[src/rtl/i2cEepPkg.sv]
package i2cEepPkg;
  localparam logic [3:0] DEV_CODE = 4'b1010;

  typedef struct packed {
    logic ptrLoad;   // load pointer from address byte
    logic ptrHi;     // bank bit taken from write select
    logic ptrInc;    // advance pointer
    logic fetch;     // issue array read
    logic wrValid;   // hand a data byte to write controller
    logic ackReq;    // pull SDA on the coming 9th clock
    logic txMode;    // engine transmits data bits
  } ctrlStrb_t;
endpackage

[src/rtl/i2cBusSync.sv]
module i2cBusSync #(
  parameter int STAGES = 2
) (
  input  logic clk,
  input  logic rstN,
  input  logic sclIn,
  input  logic sdaIn,
  output logic sclS,
  output logic sdaS,
  output logic sclRise,
  output logic sclFall,
  output logic startDet,
  output logic stopDet
);
  logic [STAGES-1:0] sclPipe, sdaPipe;
  logic sclD, sdaD;

  always_ff @(posedge clk or negedge rstN) begin
    if (!rstN) begin
      sclPipe <= '1;
      sdaPipe <= '1;
      sclD    <= 1'b1;
      sdaD    <= 1'b1;
    end else begin
      sclPipe <= {sclPipe[STAGES-2:0], sclIn};
      sdaPipe <= {sdaPipe[STAGES-2:0], sdaIn};
      sclD    <= sclPipe[STAGES-1];
      sdaD    <= sdaPipe[STAGES-1];
    end
  end

  assign sclS     = sclPipe[STAGES-1];
  assign sdaS     = sdaPipe[STAGES-1];
  assign sclRise  = sclS & ~sclD;
  assign sclFall  = ~sclS & sclD;
  assign startDet = sclS & sclD & sdaD & ~sdaS;
  assign stopDet  = sclS & sclD & ~sdaD & sdaS;
endmodule

[src/rtl/i2cSlvData.sv]
module i2cSlvData
  import i2cEepPkg::*;
#(
  parameter int DATA_W = 8,
  parameter int ADDR_W = DATA_W + 1
) (
  input  logic              clk,
  input  logic              rstN,
  input  logic              sclS,
  input  logic              sdaS,
  input  logic              sclRise,
  input  logic              sclFall,
  input  logic              startDet,
  input  ctrlStrb_t         strb,
  output logic [DATA_W-1:0] rxByte,
  output logic              byteDone,
  output logic              ackClk,
  output logic              masterAck,
  output logic              sdaDrv,
  output logic [ADDR_W-1:0] memAddr,
  output logic              memRdEn,
  input  logic [DATA_W-1:0] memRdData,
  output logic              wrByteValid,
  output logic [DATA_W-1:0] wrData,
  output logic [ADDR_W-1:0] wrAddr
);
  localparam int CNT_W = $clog2(DATA_W + 1);
  localparam logic [CNT_W-1:0] LAST_BIT = CNT_W'(DATA_W - 1);
  localparam logic [CNT_W-1:0] ACK_SLOT = CNT_W'(DATA_W);

  logic [CNT_W-1:0]  bitCnt;
  logic [DATA_W-1:0] shReg, txShift;
  logic [ADDR_W-1:0] ptr, ptrNext;
  logic              loadTx;

  assign rxByte    = {shReg[DATA_W-2:0], sdaS};
  assign byteDone  = sclRise && (bitCnt == LAST_BIT);
  assign ackClk    = sclRise && (bitCnt == ACK_SLOT);
  assign masterAck = ~sdaS;
  assign ptrNext   = ptr + ADDR_W'(1);
  assign memAddr   = strb.ptrInc ? ptrNext : ptr;
  assign memRdEn   = strb.fetch;

  always_ff @(posedge clk or negedge rstN) begin
    if (!rstN) begin
      bitCnt <= '0;
      shReg  <= '0;
    end else if (startDet) begin
      bitCnt <= '0;
    end else if (sclRise) begin
      if (bitCnt == ACK_SLOT) begin
        bitCnt <= '0;
      end else begin
        bitCnt <= bitCnt + CNT_W'(1);
        shReg  <= rxByte;
      end
    end
  end

  always_ff @(posedge clk or negedge rstN) begin
    if (!rstN) begin
      ptr <= '0;
    end else if (strb.ptrLoad) begin
      ptr <= {strb.ptrHi, rxByte};
    end else if (strb.ptrInc) begin
      ptr <= ptrNext;
    end
  end

  always_ff @(posedge clk or negedge rstN) begin
    if (!rstN) begin
      loadTx  <= 1'b0;
      txShift <= '1;
      sdaDrv  <= 1'b0;
    end else begin
      loadTx <= memRdEn;
      if (loadTx) begin
        txShift <= memRdData;
      end else if (sclFall) begin
        if (bitCnt == ACK_SLOT) begin
          sdaDrv <= strb.ackReq;
        end else if (strb.txMode) begin
          sdaDrv  <= ~txShift[DATA_W-1];
          txShift <= {txShift[DATA_W-2:0], 1'b1};
        end else begin
          sdaDrv <= 1'b0;
        end
      end
    end
  end

  always_ff @(posedge clk or negedge rstN) begin
    if (!rstN) begin
      wrByteValid <= 1'b0;
      wrData      <= '0;
      wrAddr      <= '0;
    end else begin
      wrByteValid <= strb.wrValid;
      if (strb.wrValid) begin
        wrData <= rxByte;
        wrAddr <= ptr;
      end
    end
  end

  // the data line is only moved while the bus clock is low
  p_sda_moves_low_r3: assert property (@(posedge clk) disable iff (!rstN)
    !$stable(sdaDrv) |-> !sclS);

  // array reads are launched from a rising bus clock, never mid-low phase
  p_fetch_scl_high_r6: assert property (@(posedge clk) disable iff (!rstN)
    memRdEn |-> sclS);

  // one strobe per received data byte
  p_wr_single_r9: assert property (@(posedge clk) disable iff (!rstN)
    wrByteValid |=> !wrByteValid);
endmodule

[src/rtl/i2cSlvCtrl.sv]
module i2cSlvCtrl
  import i2cEepPkg::*;
#(
  parameter int DATA_W = 8
) (
  input  logic              clk,
  input  logic              rstN,
  input  logic              startDet,
  input  logic              stopDet,
  input  logic              byteDone,
  input  logic              ackClk,
  input  logic              masterAck,
  input  logic [DATA_W-1:0] rxByte,
  input  logic [1:0]        chipSel,
  input  logic              busyWrite,
  output ctrlStrb_t         strb,
  output logic              wrStop
);
  typedef enum logic [2:0] {
    ST_IDLE, ST_SEL, ST_ADDR, ST_WDATA, ST_TX, ST_HOLD
  } ctrlState_t;

  ctrlState_t state;
  logic ackReq, rwRd, a8Hold, gotData;
  logic selMatch;

  assign selMatch = (rxByte[7:4] == DEV_CODE) && (rxByte[3:2] == chipSel) && !busyWrite;

  always_comb begin
    strb         = '0;
    strb.ackReq  = ackReq;
    strb.txMode  = (state == ST_TX);
    strb.ptrHi   = a8Hold;
    if (byteDone && state == ST_ADDR) strb.ptrLoad = 1'b1;
    if (byteDone && state == ST_WDATA) begin
      strb.wrValid = 1'b1;
      strb.ptrInc  = 1'b1;
    end
    if (ackClk && state == ST_SEL && ackReq && rwRd) strb.fetch = 1'b1;
    if (ackClk && state == ST_TX) begin
      strb.ptrInc = 1'b1;
      strb.fetch  = masterAck;
    end
  end

  always_ff @(posedge clk or negedge rstN) begin
    if (!rstN) begin
      state   <= ST_IDLE;
      ackReq  <= 1'b0;
      rwRd    <= 1'b0;
      a8Hold  <= 1'b0;
      gotData <= 1'b0;
      wrStop  <= 1'b0;
    end else begin
      wrStop <= 1'b0;
      if (startDet) begin
        state   <= busyWrite ? ST_IDLE : ST_SEL;
        ackReq  <= 1'b0;
        gotData <= 1'b0;
      end else if (stopDet) begin
        if (state == ST_WDATA && gotData) wrStop <= 1'b1;
        if (state != ST_TX) begin
          state  <= ST_IDLE;
          ackReq <= 1'b0;
        end
      end else if (byteDone) begin
        case (state)
          ST_SEL: begin
            if (selMatch) begin
              ackReq <= 1'b1;
              rwRd   <= rxByte[0];
              if (!rxByte[0]) a8Hold <= rxByte[1];
            end else begin
              state <= ST_HOLD;
            end
          end
          ST_ADDR:  ackReq <= 1'b1;
          ST_WDATA: begin
            ackReq  <= 1'b1;
            gotData <= 1'b1;
          end
          default: ;
        endcase
      end else if (ackClk) begin
        ackReq <= 1'b0;
        case (state)
          ST_SEL:   state <= rwRd ? ST_TX : ST_ADDR;
          ST_ADDR:  state <= ST_WDATA;
          ST_TX:    if (!masterAck) state <= ST_HOLD;
          default: ;
        endcase
      end
    end
  end

  // a select seen while programming never raises an acknowledge
  p_busy_no_ack_r8: assert property (@(posedge clk) disable iff (!rstN)
    (state == ST_SEL && byteDone && busyWrite) |=> !ackReq);

  // programming start is a single pulse
  p_stop_pulse_r10: assert property (@(posedge clk) disable iff (!rstN)
    wrStop |=> !wrStop);
endmodule

[src/rtl/eepromI2cSlave.sv]
module eepromI2cSlave
  import i2cEepPkg::*;
#(
  parameter int DATA_W = 8,
  parameter int ADDR_W = DATA_W + 1
) (
  input  logic              clk,
  input  logic              rstN,
  input  logic              sclIn,
  input  logic              sdaIn,
  input  logic [1:0]        chipSel,
  input  logic              busyWrite,
  output logic              sdaPullLow,
  output logic [ADDR_W-1:0] memAddr,
  output logic              memRdEn,
  input  logic [DATA_W-1:0] memRdData,
  output logic              wrByteValid,
  output logic [DATA_W-1:0] wrData,
  output logic [ADDR_W-1:0] wrAddr,
  output logic              wrStop
);
  logic sclS, sdaS, sclRise, sclFall, startDet, stopDet;
  logic byteDone, ackClk, masterAck;
  logic [DATA_W-1:0] rxByte;
  ctrlStrb_t strb;

  i2cBusSync #(.STAGES(2)) uSync (
    .clk(clk), .rstN(rstN), .sclIn(sclIn), .sdaIn(sdaIn),
    .sclS(sclS), .sdaS(sdaS), .sclRise(sclRise), .sclFall(sclFall),
    .startDet(startDet), .stopDet(stopDet)
  );

  i2cSlvCtrl #(.DATA_W(DATA_W)) uCtrl (
    .clk(clk), .rstN(rstN), .startDet(startDet), .stopDet(stopDet),
    .byteDone(byteDone), .ackClk(ackClk), .masterAck(masterAck),
    .rxByte(rxByte), .chipSel(chipSel), .busyWrite(busyWrite),
    .strb(strb), .wrStop(wrStop)
  );

  i2cSlvData #(.DATA_W(DATA_W), .ADDR_W(ADDR_W)) uData (
    .clk(clk), .rstN(rstN), .sclS(sclS), .sdaS(sdaS),
    .sclRise(sclRise), .sclFall(sclFall), .startDet(startDet), .strb(strb),
    .rxByte(rxByte), .byteDone(byteDone), .ackClk(ackClk), .masterAck(masterAck),
    .sdaDrv(sdaPullLow), .memAddr(memAddr), .memRdEn(memRdEn), .memRdData(memRdData),
    .wrByteValid(wrByteValid), .wrData(wrData), .wrAddr(wrAddr)
  );
endmodule

[config.mk]
export PLATFORM = sky130hd
export DESIGN_NAME = eepromI2cSlave
export DESIGN_NICKNAME = d
export VERILOG_FILES = /design/src/rtl/i2cEepPkg.sv /design/src/rtl/i2cBusSync.sv /design/src/rtl/i2cSlvData.sv /design/src/rtl/i2cSlvCtrl.sv /design/src/rtl/eepromI2cSlave.sv
export SDC_FILE = /design/constraint.sdc
export NUM_CORES = 1
export LEC_CHECK = 0
export ABC_AREA = 0
export BUFFER_PORTS_ARGS = -buffer_cell sky130_fd_sc_hd__buf_2
export CORE_UTILIZATION = 51
export CTS_CLUSTER_DIAMETER = 120
export DETAILED_ROUTE_END_ITERATION = 7
export PLACE_DENSITY = 0.75
export RECOVER_POWER = 100
export SLEW_MARGIN = 10
export SYNTH_ARGS = -nofsm -noshare
export SYNTH_HDL_FRONTEND = slang
export SYNTH_HIERARCHICAL = 1
export SYNTH_SLANG_ARGS = --single-unit
[constraint.sdc]
create_clock -name clk -period 2.9 [get_ports clk]
set_input_delay 0.435 -clock clk [delete_from_list [all_inputs] [get_ports clk]]
set_output_delay 0.435 -clock clk [all_outputs]
set_load 0.03 [all_outputs]
==> metrics.txt <==
Worst Setup Start Kind register; DIE AREA roughly 6400 um2; Final nets 352; CTS Buf Count 9; initial antenna violation count 0; final setup violating endpoints 6; Post-Synthesis Cells about 270; hold path endpoint uSync/sdaPipe[0]; share of layout cells above drive strength 1 0.3835; Crit. End Element output port; max incr delay on CP around 540 ps; dominant cell by count in the synthesized netlist dfrtp_1; CTS tree yes; # fillers approximately 460; Reg2Reg Depth 13; vias post-DR between 2,000 and 2,500; CP delay by family, top simple AND/OR/NAND/NOR gates; Main synth FF type dfrtp_1; critical path type reg -> out; peak supply drop 412.1 uV; total grt overflow 0; Ant. Diodes 0; DP HPWL 4327 um; Mean Syn Cell Area 11.40 um2; DP Worst Slack 177.3 ps; register area 1569 um2; Slew Viols, Final 33; final worst-path cycle share 1.008; clk buf depth 2; Seq/Total Area, Yosys 0.5061; Distinct cells, synth between 50 and 60; initial core utilization 0.5268; status complete, but fails checks; Yosys top cell by area dfrtp_1; Avg WL per Cell 16.09 um; Port Buf Inserts 44; Die Height 79.97 um; crit path buf inv count 3; Synth top cells by count dfrtp_1, mux2_2, nand2_1, a21oi_1, dfstp_2; CP max FO 5; worst hold start sdaIn; Synth-to-Final Area Change 22.52%; CP Data Required Time roughly 2500 ps; max frequency ~0.34 GHz; #FFs+latches synth 62; core area 5886 um2; relative slew slack -0.1070; clock root buffer master clkbuf_8; DRT iter0 DRCs 120; final worst setup slack -23.81 ps; CTS sink cnt a little over 60; ys async rst share 1.000; Fin Hold WS between 150 and 200 ps; WL final about 6700 um; vias in the first global route roughly 2,200; GP Congestion 0.7942; R2R setup slack around 160 ps; Post-route DRC 0; largest net degree at the start of global routing 33; I/O pin cnt 45; slowest CP cell dfstp_2; CTS clock-pin slew for the worst setup and hold paths 70 ps; Worst Hold Depth 1; # H-tree levels 3; top-area cell type share of the netlist area 0.3874; Clock Latency Late Sink around 350 ps; Multi-input gate area 1503 um2; leakage power about 0.0017 uW; Worst EP arrival 2490 ps; YS warnings 6; Final Hold Viols 0; Hold-fix buffers, CTS 0; Routed Antenna Nets 0; EDFF count, synth 0; R2R Path Start uSync/sclPipe[1]; Worst Skew 5.634 ps; RSZ-0062 raised after global routing true; Hold Path Class in -> reg; total track usage 0.2264; first-pass GRT wire length roughly 11,000 um; Slew @ Worst Pin ~1700 ps; FF-to-FF End uData/ptr[7]; DR pass1 iterations 5; Synth area leaders dfrtp_1, dfstp_2, mux2_2, a21oi_1, nand2_1; Post-Layout Cell Count slightly above 400; net count after synthesis just under 300; cell area after synthesis around 3100 um2; CP cell instances nor2b_4 -> nand2_2 -> nor3b_4 -> nand2_2 -> nor2_4 -> a21o_1 -> buf_4 -> buf_6 -> nand4_1 -> xnor2_2 -> buf_6; MaxCap Viol Count 1; post-DR vias/cell about 5.6; Final min period approximately 3000 ps; failing checks capacitance limit, slew limit, setup timing; Placed Cells incl. Taps between 300 and 400; Die Width roughly 80 um; Pwr Density 668.0 nW/um2; FP Rows 28
-- through the flow --
| stage | power [uW] | utilization | area (um2) | TNS [ps] |
|---|---|---|---|---|
| 3_3_place_gp | 1824 | 0.5874 | 3457 | 0 |
| 5_1_grt | 2667 | 0.6454 | 3799 | -975.9 |
| 4_1_cts | 2533 | 0.6380 | 3755 | -135.1 |
| 3_5_place_dp | 1852 | 0.5874 | 3457 | 0 |
| 6_report | 2538 | 0.6454 | 3799 | -81.22 |
| 2_1_floorplan | 1684 | - | 3173 | 0 |
-- layout by cell type, fill, tap and decap left out, types with 7 or more instances in the layout --
cell,netlist,routed
clkbuf_1,6,23
dfrtp_1,48,48
nor2b_1,8,7
buf_6,3,9
clkbuf_8,0,9
dfstp_2,14,12
mux2_2,30,29
nand2_1,20,18
o21ai_0,13,13
buf_4,5,20
a21oi_1,15,15
a31oi_1,7,7
inv_1,10,10
buf_2,3,15
nor2_1,11,7
-- flip-flops by register name (all words and copies together) (netlist names), 3 cells and up --
name	count
uData/bitCnt	4
uCtrl/state	3
uData/ptr	9
uData/txShift	8
uData/shReg	7
uData/wrAddr	9
uData/wrData	8
-- where the power goes --
part	total, uW	internal [uW]	switching, uW
Combinational	584	282	302
Sequential	1290	1060	226
Clock	665	310	356
-- per-layer routing --
layer | GRT usage | wire, um | vias to the layer above
met4 | 0.1071 | 90 | 0
met5 | 0 | 0 | -
met1 | 0.2993 | 2910 | 1140
li1 | - | - | 1105
met3 | 0.05943 | 424 | 10
met2 | 0.3462 | 3237 | 70
-- kinds of logic after synthesis --
| logic type | share of synthesized area |
|---|---|
| AND/OR/NAND/NOR | 0.1517 |
| flip-flops | 0.5061 |
| AO/OA/AOI/OAI | 0.1283 |
| multiplexers | 0.1223 |
| buffers and inverters | 0.04842 |
| XOR/XNOR | 0.03107 |
| adder cells (fa/ha/maj) | 0.01211 |
-- layout make-up --
type / count / area share
clock inverter: 7 / 0.01318
clock buffer: 9 / 0.03261
tap: 75 / 0.02470
multi-input combinational: 182 / 0.3956
inverter: 11 / 0.01087
sequential: 62 / 0.4130
timing repair buffer: 68 / 0.1100
-- timing repair --
action                                  CTS  global route
pin swaps                                 4             5
endpoints found under the setup margin    8            10
gates resized for setup                  12            24
setup buffers                            11             4
-- worst max path at each step --
stage                      from          to  slack, ps  depth (start not counted)
2_1_floorplan  uSync/sclPipe[1]  memAddr[5]         30                         10
3_3_place_gp   uSync/sclPipe[1]  memAddr[7]        260                         10
3_5_place_dp   uSync/sclPipe[1]  memAddr[7]        180                         10
4_1_cts        uSync/sclPipe[1]  memAddr[7]        -60                         10
5_1_grt        uSync/sclPipe[1]  memAddr[7]       -140                         10
6_report       uSync/sclPipe[1]  memAddr[3]        -20                         11
(Power assumes the default switching activity.)
